$ cat src/rtl/cos_detect.sv
module cos_detect #(
  parameter int NPIN = 14,
  parameter int CNTW = 8
) (
  input  logic            clk,
  input  logic            rst_n,
  input  logic            tick,
  input  logic [NPIN-1:0] gpio_in,
  input  logic            clr_wr,
  input  logic [NPIN-1:0] clr_mask,
  input  logic [NPIN-1:0] int_en,
  output logic [NPIN-1:0] level_q,
  output logic [NPIN-1:0] chg_flag,
  output logic            irq,
  output logic [CNTW-1:0] pin0_count
);

  logic [NPIN-1:0] sync1, sync2, samp;
  logic [NPIN-1:0] qual_chg;
  logic [NPIN-1:0] clr_bits;

  always_ff @(posedge clk) begin
    if (!rst_n) begin
      sync1 <= '0;
      sync2 <= '0;
    end else begin
      sync1 <= gpio_in;
      sync2 <= sync1;
    end
  end

  assign qual_chg = tick ? ((sync2 ^ level_q) & ~(sync2 ^ samp)) : '0;
  assign clr_bits = clr_wr ? clr_mask : '0;

  always_ff @(posedge clk) begin
    if (!rst_n) begin
      samp       <= '0;
      level_q    <= '0;
      chg_flag   <= '0;
      pin0_count <= '0;
    end else begin
      if (tick) samp <= sync2;
      level_q  <= level_q ^ qual_chg;
      chg_flag <= (chg_flag & ~clr_bits) | qual_chg;
      if (qual_chg[0]) pin0_count <= pin0_count + 1'b1;
    end
  end

  assign irq = |(chg_flag & int_en);

  p_level_on_tick_r2: assert property (@(posedge clk) disable iff (!rst_n)
    !tick |=> $stable(level_q));

  p_two_samples_r2: assert property (@(posedge clk) disable iff (!rst_n)
    (tick && (sync2 != samp) && ((sync2 ^ samp) == (sync2 ^ level_q)) && (sync2 != level_q))
      |=> $stable(level_q));

  p_flag_follows_change_r4: assert property (@(posedge clk) disable iff (!rst_n)
    !$stable(level_q) |-> (((level_q ^ $past(level_q)) & ~chg_flag) == '0));

  p_flag_sticky_r5: assert property (@(posedge clk) disable iff (!rst_n)
    !clr_wr |=> (($past(chg_flag) & ~chg_flag) == '0));

  p_count_step_r7: assert property (@(posedge clk) disable iff (!rst_n)
    (level_q[0] != $past(level_q[0])) |-> (pin0_count == CNTW'($past(pin0_count) + 1'b1)));

  p_count_hold_r7: assert property (@(posedge clk) disable iff (!rst_n)
    (level_q[0] == $past(level_q[0])) |-> $stable(pin0_count));

endmodule

$ cat config.mk
export PLATFORM = sky130hd
export DESIGN_NAME = cos_detect
export DESIGN_NICKNAME = d
export VERILOG_FILES = /design/src/rtl/cos_detect.sv
export SDC_FILE = /design/constraint.sdc
export NUM_CORES = 1
export LEC_CHECK = 0
export ABC_AREA = 0
export BUFFER_PORTS_ARGS = -buffer_cell sky130_fd_sc_hd__buf_4
export CORE_MARGIN = 2
export CORE_UTILIZATION = 35
export DETAILED_ROUTE_END_ITERATION = 16
export GPL_TIMING_DRIVEN = 1
export PLACE_DENSITY = 0.6
export SYNTH_ARGS = -nofsm -noshare
export SYNTH_HDL_FRONTEND = slang
export SYNTH_SLANG_ARGS = --single-unit
$ cat constraint.sdc
create_clock -name clk -period 2.6 [get_ports clk]
set_input_delay 0.52 -clock clk [delete_from_list [all_inputs] [get_ports clk]]
set_output_delay 0.52 -clock clk [all_outputs]
set_load 0.02 [all_outputs]
==> results.md, run 1 <==
- STA classifies the critical path endpoint as a primary output.
- The tool flagged a number of max-cap violations equal to 0.
- Setup repair after global routing left no endpoint under its margin.
- The number of gates given a new drive strength after cts is 0.
- The first global-routing pass estimated 11,200 µm of wire.
- The signed area change from the synthesized netlist to the final layout is 29.3%.
- The floorplan has 34 rows.
- The routability-driven placement congestion ratio is between 0.7 and 0.8.
- The net count after synthesis is between 300 and 400.
- The number of pins with negative max-slew slack in the final report was 0.
- The total track usage is 0.144.
- The initial antenna violation count is 0.
- The final critical-path share of the clock period is 0.793.
- The detailed-route DRC error count is 0.
- The iteration count of the initial detailed-routing pass is 4.
- The detailed router finished its first iteration with 85 violations.
- The insertion delay to the later sink of the worst-skew pair is ~0.34 ns.
- Before CTS, the worst setup slack after placement is between 0.6 and 0.7 ns.
- The count of antenna diodes in the layout is 0.
- The depth of the worst register-to-register path is 4.
- The routed layout has about 2,600 vias.
- The via-per-instance ratio is roughly 4.8.
- Based on the critical path, the design can be clocked at up to 485 MHz.
- The total length of routed wires is slightly below 7000 µm.
- The area occupied by registers is ~0.0016 mm².
- The number of levels in the clock H-tree is 3.
- The number of hold-slack violations in the final timing report is 0.
- Yosys attributes the largest share of cell area to dfxtp_1, and2_1, o21ai_0.
- The total of hold buffers inserted after clock tree synthesis is 0.
- The number of nets still failing antenna checks after routing is 0.
- For this run, the number of Yosys warnings is 0.
- The die height is between 90 and 100 µm.
- Summed over all failing endpoints, the final setup total negative slack is 0 ns.
- The cell sitting at the root of the clock tree is a clkbuf_8.
- The detail-routed net length per standard cell is about 13 µm.
- The worst setup path is launched from a register.
- The setup path with the least slack is of type reg -> out.
- The average size of a mapped cell is roughly 9 µm².
- The floorplan step set the die width to 98.3 µm.
- The filler cells instantiated in the layout total a little under 900.
- Counting flops with an async set or reset pin after synthesis yields a share of 0.
- The layout net count is 470.
- The half-perimeter wire length of the detailed placement result is ~4600 µm.
- The class of the most critical hold timing path is in -> reg.
- The number of CTS-inserted buffers is 9.
- The setup slack of the most critical reg-to-reg path is about 1.3 ns.
- The number of buffers added on ports is approximately 80.
- The residual overflow from global routing is 0.
- Buffers added to address setup during post-CTS repair amount to 0.
- The clock tree buffer depth is 2.
- The clock net sink count is approximately 80.
- The biggest fanout along the worst timing path is 3.
- Pin placement for this block handled 83 I/O pins.
- The number of flops mapped to enable cells by yosys is 0.
- The reg-to-reg endpoint is pin0_count[7].
- Of all cell types, the one taking the most synthesized area is dfxtp_1.
- The clock-pin slew reported for the worst setup and hold paths after clock tree synthesis is about 0.08 ns.
- The fraction of final layout cells with drive strength greater than 1 is 0.234.
- TritonCTS built the clock tree.
- The netlist area before placement is slightly above 0.003 mm².
- The total setup violations reported at the end of the flow is 0.
- For the pin with the worst max-slew slack, the measured transition is about 0.65 ns.
- Tracing the worst setup path back leads to its startpoint at chg_flag[2].
- The share of synthesized area in the top cell type comes to 0.501.
- The placeable core region is 0.00868 mm².
- In this run the power density over the cells is 588 mW/mm².
- In this run, synthesis produced a sequential element count of slightly below 80.
- VDD sags by at most between 0.0003 and 0.0004 V.
- The worst-case headroom to the max-slew limit is 0.566.
- The gate count after technology mapping is roughly 350.
- Counting distinct cell types in the post-synthesis netlist gives 32.
- On the final layout, the worst clock skew is between 0.008 and 0.009 ns.
- The required time reported for the critical path endpoint is around 2.1 ns.
- Following the worst setup path forward leads to its endpoint at irq.
- The worst path arrival time is between 1.5 and 2 ns.
- The floorplan step defined a die boundary enclosing between 0.009 and 0.01 mm².
- The final core utilization is 0.464.
- The analysis attributes to cell leakage a power of ~1.7 nW.
- Summing all multi-input logic gate instances after layout gives 0.00149 mm².
- Among all flip-flop cells after synthesis, the most frequent one is dfxtp_1.
- After layout, the worst setup slack is 0.538 ns.
- The via count of the first global-routing pass came to ~2,500.
- The reg-to-reg startpoint is sync2[0].
- The time the worst path needs with I/O delays and setup is around 2.1 ns.
- Entering global routing, the biggest net connects 82 pins.
- For this configuration, the core starts out at a cell density of 0.359.
- The register area share after synthesis is 0.501.
- The flow ran to the end, and the final reports show no timing, DRC or antenna violations.
per-layer routing:
layer | wire [µm] | global-route usage
met3 | 373 | 0.0523
met5 | 0 | 0
met2 | 3350 | 0.253
met4 | 114 | 0.0506
met1 | 2890 | 0.159
metrics by stage:
step           std cells  power (W)  instance area [µm²]  hold slack [ns]
6_report             535    0.00237                 4030            0.379
5_1_grt              535    0.00248                 4030            0.360
4_1_cts              535    0.00241                 4030            0.359
3_5_place_dp         520    0.00139                 3810            0.421
3_3_place_gp         520    0.00139                 3810            0.415
2_1_floorplan        345    0.00132                 3120            0.406
cells by family (layout without fill, tap and decap cells):
| kind of cell | count (synthesis) | count (layout) | synth area share |
|---|---|---|---|
| AND/OR/NAND/NOR | 146 | 146 | 0.253 |
| AO/OA/AOI/OAI | 97 | 97 | 0.202 |
| flip-flops | 78 | 78 | 0.501 |
| buffers and inverters | 17 | 99 | 0.0217 |
| XOR/XNOR | 4 | 4 | 0.0112 |
| multiplexers | 2 | 2 | 0.00643 |
| adder cells (fa/ha/maj) | 1 | 1 | 0.00402 |
synthesized netlist by cell type, types with 2 or more instances:
master    number
and2_1        46
nand3_1        3
o21ai_0       38
a21oi_1        4
mux2i_1        2
buf_2          2
a22oi_1        4
o21ai_1        3
inv_1          2
a21boi_1       3
nand2b_1       2
nand2_1       48
xor2_1         3
nor2b_1       16
nor3b_1       13
nor2_1        14
a21boi_0      25
dfxtp_1       78
o21a_1        14
clkbuf_1      12
a221oi_1       2
sequential cells by signal, summed over array words and instances, names as in the netlist:
name and count:
sync2 14, samp 14, chg_flag 14, pin0_count 8
level_q 14, sync1 14
power breakdown:
group	leakage (nW)	internal, W	switching, W
Sequential	0.635	0.00122	0.0000151
Combinational	0.934	0.0000733	0.0000540
Clock	0.109	0.000589	0.000419
Total	1.68	0.00188	0.000488
final cells by class:
class / instances / share of cell area
clock buffers: 12 / 0.0385
clock inverters: 3 / 0.0168
inverters: 2 / 0.00186
multi-input cells: 250 / 0.369
flip-flops and latches: 78 / 0.388
well taps: 108 / 0.0335
repair buffers: 82 / 0.153
placed cells by master, fill, tap and decap left out, types with 4 or more instances in the layout:
master / n
nor3b_1: 13
a21boi_0: 25
nor2_1: 14
a21oi_1: 4
dfxtp_1: 78
and2_1: 46
a22oi_1: 4
o21a_1: 14
nand2_1: 48
o21ai_0: 38
nor2b_1: 16
buf_4: 82
clkbuf_8: 11
worst max-delay path, cell delays in order, from the launching register on:
cell and delay (ns):
dfxtp_1 0.36, a22oi_1 0.19, nand2_1 0.10, a221oi_1 0.24, nand4_1 0.14, buf_4 0.18
worst min-delay path by stage:
stage                      from   endpoint  slack [ns]  cells after the start
floorplan              sync1[6]   sync2[6]        0.41                      1
global placement       sync1[2]   sync2[2]        0.42                      1
detailed placement     sync1[9]   sync2[9]        0.42                      1
CTS                 gpio_in[13]  sync1[13]        0.36                      2
global route         gpio_in[2]   sync1[2]        0.36                      2
finish              gpio_in[13]  sync1[13]        0.38                      2
No activity file was read; power rests on OpenSTA's default activity.
==> run 2: changes to the inputs <==
Settings changed: ABC_AREA 0 to 1.
Clock period 2.6 ns to 1.95 ns, I/O delays scaled along.
==> run 2 against run 1 <==
Clock power is 5% higher. First-iteration DRC count is 45% higher. Non-clock buffer count is 1 higher. Wire length is 5.5% lower. Final cell count is 13% higher. Global-route usage is 0.71 points lower. Design area is 2.7% lower. Sequential cell count stayed put.
==> results.md, run 2 <==
- The layout net count came to 538 (+14%).
- The multiplexer fraction of the synthesized cell area is 0 (-0.00643).
- The site row count is 34 (unchanged).
- The total net switching power is 0.000711 W (+46%).
- The worst-case hold slack came to 0.230 ns (-0.149 ns).
- In the finished design, the share of the clock period the worst path needs comes to 0.822.
- Setup repair after global routing left no endpoint under its margin.
- The number of maximum-capacitance constraint violations came to 0 (unchanged).
- The sum of buffers and inverters on the critical path is 1 (unchanged).
- The die height is 97.7 µm (-0.70%).
- The worst hold path begins at gpio_in[7].
- The required time reported for the critical path endpoint is 1.56 ns (-0.52 ns).
- The residual overflow from global routing is 0 (unchanged).
- The iteration count of the initial detailed-routing pass is 4 (unchanged).
- The cell internal power dissipation is 0.00224 W (+19%).
- The proportion of power drawn by combinational gates is 0.073 (+0.019).
- The fraction of final layout cells with drive strength greater than 1 was 0.208 (-0.0261).
- The most common cell after layout, fill and taps aside is buf_4.
- The synthesized-area fraction occupied by ao, oa, aoi and oai cells is 0.125 (-0.0769).
- The largest total area in the synthesized netlist belongs to dfxtp_1.
- The most critical setup path has its startpoint at chg_flag[1].
- The setup path with the least slack is of type reg -> out.
- The register area share after synthesis is 0.509 (+0.00735).
- After synthesis, the largest family of logic cells by area is simple AND/OR/NAND/NOR gates.
- The starting density of the core came to 0.357 (-0.00169).
- The number of synthesized register bits was 78 (unchanged).
- The class of the most critical hold timing path is in -> reg.
- The signed area change from the synthesized netlist to the final layout is 27.7%.
- The smallest clock period supported by the final layout is computed as between 1.5 and 2 ns.
- The power share of the clock group is 0.360 (-0.065).
- The kind of cell adding the most delay to the critical path is flip-flops.
- The netlist area before placement is 0.00307 mm² (-1.4%).
- The area of the die came to 0.00954 mm² (-1.4%).
- The number of top-level pins is 83 (unchanged).
- The setup slack of the most critical reg-to-reg path was 0.77 ns (-0.48 ns).
- The delay of the slowest cell on the worst path is 0.33 ns (-0.03 ns).
- The startpoint identified for the worst register-to-register timing path is pin0_count[1].
- The number of CTS-inserted buffers is 9 (unchanged).
- The via count of the first global-routing pass is 2,333 (-6.4%).
- The share of total power in sequential cells is 0.567 (+0.046).
- The number of flops mapped to enable cells by yosys is 0 (unchanged).
- The proportion of synthesized flip-flops having asynchronous set or reset came to 0 (unchanged).
- The top achievable clock speed is 624 MHz.
- The most common flop cell mapped by yosys is dfxtp_1.
- The detailed-route DRC error count came to 0 (unchanged).
- The iteration-0 DRC count of the detailed router is 123 (+45%).
- The total power density per cell area is 751 mW/mm² (+28%).
- The wire length of the first global-routing pass was 10,700 µm (-4.2%).
- The clock-pin slew reported for the worst setup and hold paths after clock tree synthesis is 0.08 ns (about the same).
- The total of warnings raised by yosys is 0 (unchanged).
- The area share of and/or/nand/nor cells after synthesis came to 0.257 (+0.00331).
- The average size of a mapped cell is 7.45 µm² (-17%).
- The count of antenna diodes in the layout was 0 (unchanged).
- The final setup TNS came to 0 ns (unchanged).
- The total setup violations reported at the end of the flow is 0 (unchanged).
- The distinct cell type count of the synthesized netlist was 22 (-31%).
- The filler cell count in the final layout came to 881 (+1.7%).
- The type of element launching the critical path is a register.
- The biggest fanout along the worst timing path is 3 (unchanged).
- The slowest stage of the critical path belongs to the cell dfxtp_1.
- The detail-routed net length per standard cell is 10.5 µm (-16%).
- The cell leakage power was 2.06 nW (+22%).
- The switching share of power came to 0.241 (+0.0354).
- The die width is 97.7 µm (-0.70%).
- TritonCTS built the clock tree.
- The worst-case headroom to the max-slew limit is 0.611 (+0.0450).
- The half-perimeter wire length of the detailed placement result came to 4440 µm (-3.5%).
- The clock net sink count is 78 (unchanged).
- The number of nets still failing antenna checks after routing is 0 (unchanged).
- The pin slew with the least headroom to its limit is 0.583 ns (-0.0682 ns).
- The total track usage is 0.137 (-0.00712).
- The maximum number of pins on one net before global-route repair is 63 (-23%).
- The net count after synthesis is 459 (+17%).
- The most frequently used cell type in the post-synthesis netlist is dfxtp_1.
- The number of pins with negative max-slew slack in the final report is 0 (unchanged).
- The initial antenna violation count was 0 (unchanged).
- The flow ran to the end, and the final reports show no timing, DRC or antenna violations.
- The worst setup skew after layout is 0.00845 ns (-0.000452 ns).
- The highest ir drop seen on vdd was 0.000312 V (-16%).
- The total length of routed wires is 6350 µm (-5.5%).
- The total via count after detailed routing is 2,638 (+2.4%).
- The number of levels in the clock H-tree came to 3 (unchanged).
- Leaving out fill and tap cells, the most frequent cells in the layout are buf_4, dfxtp_1, nand2_1.
- Counting instances in the post-synthesis netlist gives the leading cell types as dfxtp_1, nand2_1, nor2_1.
- The total of hold buffers inserted after clock tree synthesis was 0 (unchanged).
- The buffer count from post-CTS setup fixing is 0 (unchanged).
- The critical path goes through a22o_1, nor2_1, nand3_1, buf_4.
- The routability-driven placement congestion ratio is 0.706 (-4.5%).
- The share of the synthesized area in the top cell type is 0.509 (+0.00735).
- Sorting the synthesized cells by area gives the leading types as dfxtp_1, nand2_1, nor2_1.
- The clock tree buffer depth is 2 (unchanged).
- The cell at the root of the clock tree is clkbuf_8.
- The adder-cell share of the synthesized area was 0.00407 (+0.0000589).
- The xor/xnor share of the synthesized area is 0 (-0.0112).
- The number of buffers added on ports is 82 (unchanged).
- The number of hold-slack violations in the final timing report is 0 (unchanged).
- The worst path arrival time is 1.21 ns (-0.33 ns).
- The gate count after technology mapping is 412 (+19%).
- The worst setup path is captured at a primary output.
- The via-per-instance ratio is 4.37 (-9.2%).
- The placeable core region came to 0.00859 mm² (-0.98%).
- The number of gates given a new drive strength after cts is 0 (unchanged).
- The insertion delay to the later sink of the worst-skew pair is 0.34 ns (about the same).
[run 2: changes by cell type after synthesis, sizes merged, moves of 12 or more]
cell    previous run  this run
inv                2        64
nor2              14        68
and2              46         0
nand2             48        80
nand3              3        26
a21oi              4        22
nor2b             16         0
a21boi            29        14
o21a              14         0
o21ai             41        27
nor3b             13         1
[run 2: layer usage]
| metal | track usage | vias to the layer above | part of all wire |
|---|---|---|---|
| met5 | 0 | - | 0 |
| met3 | 0.0360 | 7 | 0.064 |
| li1 | - | 1455 | - |
| met4 | 0.0545 | 0 | 0.012 |
| met2 | 0.198 | 76 | 0.42 |
| met1 | 0.194 | 1100 | 0.51 |
[run 2: cell families after synthesis]
kind of cell | count (synthesis)
and+or+nand+nor | 187
adders and majority gates | 1
DFF | 78
AOI/OAI and AO/OA | 67
buffers and inverters | 79
[run 2: final timing paths]
kind | end | depth (start not counted)
max | irq | 4
min | sync1[7] | 3
max reg2reg | pin0_count[6] | 6
min reg2reg | sync2[6] | 2
[run 2: stage by stage]
| stage | util | setup WS [ns] | total power (W) | instances | instance area (µm²) |
|---|---|---|---|---|---|
| final | 0.456 | 0.348 | 0.00295 | 603 | 3920 |
| after global routing | 0.456 | 0.203 | 0.00310 | 603 | 3920 |
| after CTS | 0.456 | 0.312 | 0.00299 | 603 | 3920 |
| after detailed placement | 0.436 | 0.394 | 0.00193 | 588 | 3750 |
| after global placement | 0.436 | 0.435 | 0.00192 | 588 | 3750 |
| after floorplan | - | 0.694 | 0.00182 | 412 | 3070 |
[run 2: worst reg2reg max path, stage by stage (launching register included)]
cell and delay [ns]:
dfxtp_1 0.41, ha_1 0.22, nand2_1 0.10, nor2_1 0.15, nand3_1 0.09, nand2_1 0.07
nor2_1 0.05
[run 2: power groups by stage]
| stage | sequential [W] | combinational, W | clock (W) |
|---|---|---|---|
| finish | 0.00167 | 0.000214 | 0.00106 |
| global route | 0.00168 | 0.000245 | 0.00117 |
| CTS | 0.00167 | 0.000218 | 0.00110 |
| detailed placement | 0.00171 | 0.000217 | 0 |
| global placement | 0.00171 | 0.000214 | 0 |
| floorplan | 0.00171 | 0.000112 | 0 |
[run 2: final cells by class]
cell class,instances,area (µm²),area share
inverters,64,243,0.0619
clock inverters,5,36.3,0.00925
multi-input cells,255,1180,0.302
flip-flops and latches,78,1560,0.398
clock buffers,10,138,0.0351
repair buffers,83,623,0.159
well taps,108,135,0.0345
